--- src/rtl/irq_mr_pkg.sv ---
package irq_mr_pkg;
  localparam int unsigned BANK_BIT = 11;

  localparam logic [11:0] OFS_CTRL    = 12'h000;
  localparam logic [11:0] OFS_EN_SET  = 12'h030;
  localparam logic [11:0] OFS_EN_CLR  = 12'h034;
  localparam logic [11:0] OFS_MSK_SET = 12'h048;
  localparam logic [11:0] OFS_MSK_CLR = 12'h04C;
  localparam logic [11:0] OFS_RT_BASE = 12'h100;

  typedef enum logic [2:0] {
    OP_NONE, OP_EN_SET, OP_EN_CLR, OP_MSK_SET, OP_MSK_CLR, OP_RT_WR
  } wr_op_e;

  typedef enum logic [1:0] {
    RD_ZERO, RD_CTRL, RD_ROUTE
  } rd_sel_e;
endpackage

--- src/rtl/irq_mr_decode.sv ---
module irq_mr_decode
  import irq_mr_pkg::*;
#(
  parameter int NUM_SRC   = 36,
  parameter int NUM_CORES = 2,
  parameter int IDX_W     = 6,
  parameter int CORE_W    = 1
) (
  input  logic                 bus_valid,
  input  logic                 bus_write,
  input  logic [11:0]          bus_addr,
  input  logic [31:0]          bus_wdata,
  input  logic [CORE_W-1:0]    bus_core,
  output wr_op_e               op,
  output logic [IDX_W-1:0]     idx,
  output logic [IDX_W-1:0]     rt_idx,
  output logic [NUM_CORES-1:0] rt_val,
  output logic                 rd_en,
  output rd_sel_e              rd_sel
);
  logic        bank;
  logic [11:0] off;
  logic [11:0] rt_off;
  logic        rt_hit;
  logic        idx_ok;
  logic        core_ok;

  always_comb begin
    bank    = bus_addr[BANK_BIT];
    off     = bus_addr & 12'h7FF;
    rt_off  = bus_addr - OFS_RT_BASE;
    rt_hit  = !bank && (bus_addr >= OFS_RT_BASE) && (rt_off[1:0] == 2'b00)
              && ({22'b0, rt_off[11:2]} < 32'(NUM_SRC));
    idx_ok  = bus_wdata < 32'(NUM_SRC);
    core_ok = 32'(bus_core) < 32'(NUM_CORES);
    idx     = bus_wdata[IDX_W-1:0];
    rt_idx  = rt_off[IDX_W+1:2];
    rt_val  = bus_wdata[NUM_CORES-1:0];

    op = OP_NONE;
    if (bus_valid && bus_write) begin
      if (!bank) begin
        if (bus_addr == OFS_EN_SET && idx_ok)      op = OP_EN_SET;
        else if (bus_addr == OFS_EN_CLR && idx_ok) op = OP_EN_CLR;
        else if (rt_hit)                           op = OP_RT_WR;
      end else if (idx_ok && core_ok) begin
        if (off == OFS_MSK_SET)      op = OP_MSK_SET;
        else if (off == OFS_MSK_CLR) op = OP_MSK_CLR;
      end
    end

    rd_en = bus_valid && !bus_write;
    if (!bank && bus_addr == OFS_CTRL) rd_sel = RD_CTRL;
    else if (rt_hit)                   rd_sel = RD_ROUTE;
    else                               rd_sel = RD_ZERO;
  end
endmodule

--- src/rtl/irq_mr_state.sv ---
module irq_mr_state
  import irq_mr_pkg::*;
#(
  parameter int NUM_SRC   = 36,
  parameter int NUM_CORES = 2,
  parameter int IDX_W     = 6,
  parameter int CORE_W    = 1
) (
  input  logic                                clk,
  input  logic                                rst_n,
  input  wr_op_e                              op,
  input  logic [IDX_W-1:0]                    idx,
  input  logic [CORE_W-1:0]                   core,
  input  logic [IDX_W-1:0]                    rt_idx,
  input  logic [NUM_CORES-1:0]                rt_val,
  output logic [NUM_SRC-1:0]                  en_q,
  output logic [NUM_CORES-1:0][NUM_SRC-1:0]   msk_q,
  output logic [NUM_SRC-1:0][NUM_CORES-1:0]   rt_q
);
  logic [NUM_SRC-1:0]                en_d;
  logic [NUM_CORES-1:0][NUM_SRC-1:0] msk_d;
  logic [NUM_SRC-1:0][NUM_CORES-1:0] rt_d;
  logic en_ce, msk_ce, rt_ce;

  always_comb begin
    en_ce  = (op == OP_EN_SET) || (op == OP_EN_CLR);
    msk_ce = (op == OP_MSK_SET) || (op == OP_MSK_CLR);
    rt_ce  = (op == OP_RT_WR);
    en_d   = en_q;
    msk_d  = msk_q;
    rt_d   = rt_q;
    en_d[idx]        = (op == OP_EN_SET);
    msk_d[core][idx] = (op == OP_MSK_SET);
    rt_d[rt_idx]     = rt_val;
  end

  always_ff @(posedge clk or negedge rst_n) begin
    if (!rst_n) en_q <= '0;
    else if (en_ce) en_q <= en_d;
  end

  always_ff @(posedge clk or negedge rst_n) begin
    if (!rst_n) msk_q <= '1;
    else if (msk_ce) msk_q <= msk_d;
  end

  always_ff @(posedge clk or negedge rst_n) begin
    if (!rst_n) rt_q <= '0;
    else if (rt_ce) rt_q <= rt_d;
  end

  assert_en_set_R2: assert property (@(posedge clk) disable iff (!rst_n)
    (op == OP_EN_SET) |=> en_q[$past(idx)]);
  assert_en_clr_R3: assert property (@(posedge clk) disable iff (!rst_n)
    (op == OP_EN_CLR) |=> !en_q[$past(idx)]);
  assert_msk_set_R4: assert property (@(posedge clk) disable iff (!rst_n)
    (op == OP_MSK_SET) |=> msk_q[$past(core)][$past(idx)]);
  assert_no_write_R9: assert property (@(posedge clk) disable iff (!rst_n)
    (op == OP_NONE) |=> ($stable(en_q) && $stable(msk_q) && $stable(rt_q)));

  for (genvar c = 0; c < NUM_CORES; c++) begin : g_bank_chk
    assert_bank_isolated_R4: assert property (@(posedge clk) disable iff (!rst_n)
      ((op == OP_MSK_SET || op == OP_MSK_CLR) && 32'(core) != c)
        |=> $stable(msk_q[c]));
  end
endmodule

--- src/rtl/irq_mr_route.sv ---
module irq_mr_route #(
  parameter int NUM_SRC      = 36,
  parameter int NUM_CORES    = 2,
  parameter int PERCORE_SRCS = 29
) (
  input  logic [NUM_SRC-1:0]                irq_line,
  input  logic [NUM_SRC-1:0]                en_q,
  input  logic [NUM_CORES-1:0][NUM_SRC-1:0] msk_q,
  input  logic [NUM_SRC-1:0][NUM_CORES-1:0] rt_q,
  output logic [NUM_CORES*NUM_SRC-1:0]      irq_pend
);
  for (genvar c = 0; c < NUM_CORES; c++) begin : g_core
    for (genvar s = 0; s < NUM_SRC; s++) begin : g_src
      if (s < PERCORE_SRCS) begin : g_local
        assign irq_pend[c*NUM_SRC+s] = irq_line[s] & en_q[s] & ~msk_q[c][s];
      end else begin : g_shared
        assign irq_pend[c*NUM_SRC+s] = irq_line[s] & en_q[s] & ~msk_q[c][s]
                                       & rt_q[s][c];
      end
    end
  end
endmodule

--- src/rtl/irq_mask_router.sv ---
module irq_mask_router
  import irq_mr_pkg::*;
#(
  parameter int NUM_SRC      = 36,
  parameter int NUM_CORES    = 2,
  parameter int PERCORE_SRCS = 29,
  localparam int IDX_W  = (NUM_SRC > 1) ? $clog2(NUM_SRC) : 1,
  localparam int CORE_W = (NUM_CORES > 1) ? $clog2(NUM_CORES) : 1
) (
  input  logic                          clk,
  input  logic                          rst_n,
  input  logic [NUM_SRC-1:0]            irq_line,
  input  logic                          bus_valid,
  input  logic                          bus_write,
  input  logic [11:0]                   bus_addr,
  input  logic [31:0]                   bus_wdata,
  input  logic [CORE_W-1:0]             bus_core,
  output logic [31:0]                   bus_rdata,
  output logic [NUM_CORES*NUM_SRC-1:0]  irq_pend
);
  logic [1:0] rst_sync;
  logic       rst_int_n;

  always_ff @(posedge clk or negedge rst_n) begin
    if (!rst_n) rst_sync <= 2'b00;
    else        rst_sync <= {rst_sync[0], 1'b1};
  end
  assign rst_int_n = rst_sync[1];

  wr_op_e                            op;
  rd_sel_e                           rd_sel;
  logic                              rd_en;
  logic [IDX_W-1:0]                  idx, rt_idx;
  logic [NUM_CORES-1:0]              rt_val;
  logic [NUM_SRC-1:0]                en_q;
  logic [NUM_CORES-1:0][NUM_SRC-1:0] msk_q;
  logic [NUM_SRC-1:0][NUM_CORES-1:0] rt_q;

  irq_mr_decode #(.NUM_SRC(NUM_SRC), .NUM_CORES(NUM_CORES), .IDX_W(IDX_W),
                  .CORE_W(CORE_W)) u_decode (
    .bus_valid(bus_valid), .bus_write(bus_write), .bus_addr(bus_addr),
    .bus_wdata(bus_wdata), .bus_core(bus_core), .op(op), .idx(idx),
    .rt_idx(rt_idx), .rt_val(rt_val), .rd_en(rd_en), .rd_sel(rd_sel));

  irq_mr_state #(.NUM_SRC(NUM_SRC), .NUM_CORES(NUM_CORES), .IDX_W(IDX_W),
                 .CORE_W(CORE_W)) u_state (
    .clk(clk), .rst_n(rst_int_n), .op(op), .idx(idx), .core(bus_core),
    .rt_idx(rt_idx), .rt_val(rt_val), .en_q(en_q), .msk_q(msk_q), .rt_q(rt_q));

  irq_mr_route #(.NUM_SRC(NUM_SRC), .NUM_CORES(NUM_CORES),
                 .PERCORE_SRCS(PERCORE_SRCS)) u_route (
    .irq_line(irq_line), .en_q(en_q), .msk_q(msk_q), .rt_q(rt_q),
    .irq_pend(irq_pend));

  logic [31:0] rd_d;
  always_comb begin
    rd_d = '0;
    case (rd_sel)
      RD_CTRL:  rd_d[12:2] = 11'(NUM_SRC);
      RD_ROUTE: begin
        rd_d[NUM_CORES-1:0]  = rt_q[rt_idx];
        rd_d[8 +: NUM_CORES] = rt_q[rt_idx];
      end
      default:  rd_d = '0;
    endcase
  end

  always_ff @(posedge clk or negedge rst_int_n) begin
    if (!rst_int_n) bus_rdata <= '0;
    else if (rd_en) bus_rdata <= rd_d;
  end

  assert_ctrl_read_R1: assert property (@(posedge clk) disable iff (!rst_int_n)
    (bus_valid && !bus_write && bus_addr == OFS_CTRL)
      |=> (bus_rdata == {19'b0, 11'(NUM_SRC), 2'b00}));
  assert_rdata_hold_R1: assert property (@(posedge clk) disable iff (!rst_int_n)
    !(bus_valid && !bus_write) |=> $stable(bus_rdata));

  for (genvar c = 0; c < NUM_CORES; c++) begin : g_pend_chk
    assert_pend_gated_R6: assert property (@(posedge clk) disable iff (!rst_int_n)
      ((irq_pend[c*NUM_SRC +: NUM_SRC] & ~(irq_line & en_q & ~msk_q[c])) == '0));
  end
endmodule

--- config.mk ---
export PLATFORM = sky130hd
export DESIGN_NAME = irq_mask_router
export DESIGN_NICKNAME = d
export VERILOG_FILES = /design/src/rtl/irq_mr_pkg.sv /design/src/rtl/irq_mr_decode.sv /design/src/rtl/irq_mr_state.sv /design/src/rtl/irq_mr_route.sv /design/src/rtl/irq_mask_router.sv
export SDC_FILE = /design/constraint.sdc
export NUM_CORES = 1
export LEC_CHECK = 0
export ABC_AREA = 1
export BUFFER_PORTS_ARGS = -buffer_cell sky130_fd_sc_hd__buf_2
export CAP_MARGIN = 40
export CORE_MARGIN = 5
export CORE_UTILIZATION = 60
export DETAILED_ROUTE_END_ITERATION = 10
export PLACE_DENSITY = 0.81
export RECOVER_POWER = 25
export REMOVE_ABC_BUFFERS = 1
export SYNTH_ARGS = -nofsm -noshare
export SYNTH_HDL_FRONTEND = slang
export SYNTH_HIERARCHICAL = 1
export SYNTH_SLANG_ARGS = --single-unit
--- constraint.sdc ---
create_clock -name clk -period 13.4 [get_ports clk]
set_input_delay 3.35 -clock clk [delete_from_list [all_inputs] [get_ports clk]]
set_output_delay 3.35 -clock clk [all_outputs]
set_load 0.03 [all_outputs]
# Yosys cells after proc, flatten, opt, wreduce, memory -nomap -nowiden
# Index checks and enable logic that the tools add are counted.
op_classes:
  add_sub_neg: 1
  order_cmp: 9
  eq_ne: 11
  n_mux: 23
  bitwise: 194
  reduce_logical: 17
ops:
  columns: ["op", "n"]
  rows:
  - ["72-bit bitwise mux", 2]
  - ["1-bit AND", 122]
  - ["1-bit inverter", 72]
  - ["36-bit bitwise mux", 1]
  - ["36-bit demux with 1-bit select", 1]
  - ["36-bit two-way mux", 1]
  - ["32-bit by 6-bit less-than comparator with 1-bit output, second input constant", 1]
  - ["12-bit by 6-bit == test with 1-bit output, second input constant", 2]
  - ["3-bit two-way mux", 8]
  - ["11-bit by 7-bit == test with 1-bit output, second input constant", 2]
  - ["6-bit by 7-bit less-than comparator with 1-bit output, second input constant", 2]
  - ["2-bit binary-select mux with 6-bit select", 1]
  - ["2-bit demux with 6-bit select", 1]
  - ["12-bit by 9-bit greater-or-equal comparator with 1-bit output, second input constant", 1]
  - ["6-bit by 1-bit greater-or-equal comparator with 1-bit output, second input constant", 2]
  - ["12-bit zero test", 1]
  - ["12-bit by 9-bit subtractor with 12-bit output, second input constant", 1]
  - ["1-bit logical AND", 11]
  - ["10-bit by 6-bit less-than comparator with 1-bit output, second input constant", 1]
  - ["2-bit two-way mux", 5]
  - ["1-bit demux with 6-bit select", 1]
  - ["3-bit by 2-bit == test with 1-bit output, second input constant", 2]
  - ["3-bit == test, second input constant", 2]
  - ["6-bit two-way mux", 1]
  - ["other kinds (9)", 11]
word_totals:
  regBits: 192
  input_bits: 85
  output_inout_bits: 104
  wordCells: 296

# Logic depth before layout (Yosys ltp)
depth:
  ltp_word: 11
  ltp_mapped: 17
  mapped_depth_nobuf: 15

# Modules after synthesis
# Netlist, hierarchy kept.
modules_own_cells:
  columns: ["mod", "n_inst", "cells_per_inst", "area_per_inst_um2", "seq_area_each_um2"]
  rows:
  - ["irq_mr_state", 1, 900, 7723.7, 4594.4]
  - ["irq_mask_router", 1, 251, 1273.7, 125.1]
  - ["irq_mr_decode", 1, 120, 599.3, 0.0]
  - ["irq_mr_route", 1, 136, 510.5, 0.0]

# Least setup slack after synthesis
# OpenSTA, ideal clock, no wires.
synth_timing:
  path_type: "input to output"
  from: "in irq_line[29]"
  to: "out irq_pend[29]"
  t_arrival_ps: 3822
  required_ps: 10050
  setup_slack_ps: 6228
  stages: 2
  n_path_buf: 0
  cell_sequence: "nand2_1 > nor2_1"
synth_between:
  elab_chain_cells: 3
synth_lines:
  columns: ["element", "line", "rtl"]
  rows:
  - ["start, declared", "irq_mask_router.sv:12", "input logic [NUM_SRC-1:0] irq_line,"]
  - ["1-bit AND (2 in a row)", "irq_mr_route.sv:17", "assign irq_pend[c*NUM_SRC+s] = irq_line[s] & en_q[s] & ~msk_q[c][s]"]
  - ["1-bit AND", "irq_mr_route.sv:18", "& rt_q[s][c];"]
  - ["end, declared", "irq_mask_router.sv:19", "output logic [NUM_CORES*NUM_SRC-1:0] irq_pend"]
# Every way passes these cells.

# Worst setup path in the final report
layout_timing:
  from: "in irq_line[17]"
  to: "out irq_pend[17]"
layout_between:
  elab_chain_cells: 2
layout_lines:
  columns: ["element", "line", "rtl"]
  rows:
  - ["1-bit AND (2 in a row)", "irq_mr_route.sv:15", "assign irq_pend[c*NUM_SRC+s] = irq_line[s] & en_q[s] & ~msk_q[c][s];"]
# Every way passes these cells.

==> impl_metrics.yaml <==
layout:
  mostFrequentLayoutCell: "nand2_1"
  n_antenna_cell: 0
  nets: 1613
  layout_common_cells: "nand2_1, nand3_1, buf_2"
  instances_no_fill: 1761
  fillers: 1403
  drive_gt1_share_pct: 20.12
  fin_util_pct: 68.68
  syn_to_final_growth_pct: 12.69
timing:
  post-route-min-period_ps: 7161
  max_freq_mhz: 139.6
  maxSlewHeadroom_pct: -52.06
  setup-tns-final_ps: 0
  slew_viol_final: 86
  hold_viol_final: 0
  period_share_pct: 53.44
  finalSetupViolCount: 0
  tightest_slew_ps: 2281
  final.setup_skew_ps: 6.972
  setup_ws_ps: 6239
  rsz0062_at_grt: "no"
placed_design:
  hpwlAfterDp_mm: 16.89
  place_ws_ps: 6249
  portBuffers: 162
  place.gp.congestion: 0.8026
  dp.cells: 1729
clocking:
  cts_tree: "built"
  cts-resized-gates: 0
  hold_buffers: 0
  path_clk_slew_ps: 60
  numCtsBuffers: 17
  ctsLongestPathBuffers: 2
  postCtsSetupRepairBufs: 0
  cts_htree_levels: 4
  insertion_delay_ps: 440
  cts_root_buf: "clkbuf_16"
  cts.sinks: 185
grt:
  use_met1_pct: 36.21
  grt_pass1_vias: 8600
  grtUsageMet3_pct: 6.003
  grt_most_used_layer: "met2"
  use_met2_pct: 40.39
  globalRouteOverflowTotal: 0
  grt_use_total_pct: 25.79
  grt_max_degree: 89
  grt_pass1_wl_mm: 41.66
  antenna_found_initial: 0
detailed_routing:
  drc: 0
  firstDrtPassIters: 6
  totalWireLength_mm: 25.53
  drtAntennaViolNets: 0
  vias: 9400
  drtIter0Drc: 960
  drt-vias-per-instance: 5.338
  wl_per_cell_um: 14.50
setup_path:
  timing.rr.end: "u_state/rt_q[12]$_DFFE_PN0P_"
  critPathArrivalTime_ps: 3810
  crit_path_end_kind: "primary output"
  critPathMaxFanout: 2
  worstReg2RegStart: "rst_sync[1]$_DFF_PN0_"
  worstSetupPathType: "in -> out"
  worst_r2r_path_depth: 2
  r2r_slack_ps: 8380
  start_kind: "input port"
  worstPathRequired_ps: 10050
floorplan:
  fp-row-count: 47
  die_h_um: 139.8
  coreArea_um2: 16580
  die_x_um: 139.8
  dieArea_um2: 19540
  pin_count: 189
  initial_core_util_pct: 60.95
yosys:
  synth_top_area_share_pct: 27.98
  syn_area_um2: 10110
  synth.largest_area_cell: "dfrtp_1"
  syn_inst: 1407
  synthFlopType: "dfrtp_1"
  synth-async-reset-ratio_pct: 100.0
  ys_seq_area_share_pct: 46.69
  yosysUniqueCellTypes: 31
  synth_edf_count: 0
  synth_area_per_cell_um2: 7.184
  synthTopCellsByArea: "dfrtp_1, nand2_1, dfstp_2"
  synth_warnings: 6
  ys_seq_elements: 185
power:
  p_per_area_nw_per_um2: 102.4
  leakagePower_nw: 5.471
  p_sw_w: 0.0002957
  p_comb_share_pct: 8.1
  peakVddDrop_mv: 0.09086
  switching_share_pct: 25.36
  p_int_w: 0.0008704
  clockPowerShare_pct: 43.5
  seqPwrFrac_pct: 48.4
worst_hold_path:
  min-delay-start: "rst_sync[0]$_DFF_PN0_"
  holdCritPathClass: "reg -> reg"
  holdPathEnd: "rst_sync[1]$_DFF_PN0_"
  whs_path_depth: 0
status:
  violations: "capacitance limit, slew limit"
  outcome: "finished with violations"
flow_run:
  drv_cap: 2
## worst max-delay path by stage
| stage | startpoint | endpoint | depth (start not counted) |
|---|---|---|---|
| 2_1_floorplan | irq_line[29] | irq_pend[29] | 2 |
| 3_3_place_gp | irq_line[17] | irq_pend[17] | 4 |
| 3_5_place_dp | irq_line[4] | irq_pend[4] | 4 |
| 4_1_cts | irq_line[4] | irq_pend[4] | 4 |
| 5_1_grt | irq_line[31] | irq_pend[31] | 4 |
| 6_report | irq_line[17] | irq_pend[17] | 4 |
## worst max-delay path: stages
cell and delay (ps):
buf_2 80, nand2_1 60, nor2_1 110, buf_2 210
## stage by stage
| step | hold slack [ps] | power [W] | cell area [um^2] |
|---|---|---|---|
| after floorplan | 331.2 | 0.0006257 | 9598 |
| after detailed placement | 305.0 | 0.0006687 | 10820 |
| after global routing | 371.2 | 0.001206 | 11390 |
| after global placement | 304.9 | 0.0006648 | 10750 |
| after CTS | 310.6 | 0.001170 | 11410 |
| final | 355.6 | 0.001166 | 11390 |
## cell usage after synthesis, drive strengths merged, types with 3 or more instances
library cell  instances
inv                  99
nand4                18
o21ai               115
nand3               189
a21oi                 5
nor3                  3
dfstp                72
clkbuf               15
dfrtp               113
buf                  81
and2                  3
nor2                170
nand2               513
## layer usage
metal	wire [um]	share of wire (%)
met1	11130	44
met2	11910	47
met3	2082	8.2
met4	406	1.6
met5	0	0
## registers in the layout, indices dropped and copies added (netlist names)
name           count
bus_rdata          3
rst_sync           2
u_state/en_q      36
u_state/msk_q     72
u_state/rt_q      72
## layout make-up
type	instances	area, um^2	share of cell area [%]
well taps	220	275.3	2.417
clock buffers	19	452.9	3.977
inverters	101	379.1	3.329
multi-input cells	1050	4499	39.50
clock inverters	13	145.1	1.274
flip-flops and latches	185	4720	41.44
repair buffers	173	918.4	8.063
## cell families (layout without fill, tap and decap cells)
family / after synthesis / in the layout / share of synthesized area (%)
buffers and inverters: 197 / 306 / 9.718
other: 2 / 27 / 0.07430
and+or+nand+nor: 901 / 901 / 37.45
AOI/OAI and AO/OA: 122 / 122 / 6.066
DFF: 185 / 185 / 46.69
## power by group through the flow
stage	logic [W]	registers, W	clock network, W
2_1_floorplan	0.0000460	0.000580	0
3_3_place_gp	0.0000901	0.000575	0
3_5_place_dp	0.0000939	0.000575	0
4_1_cts	0.0000944	0.000565	0.000511
5_1_grt	0.000104	0.000565	0.000537
6_report	0.0000944	0.000565	0.000507
Power figures use the tool's default switching activity.
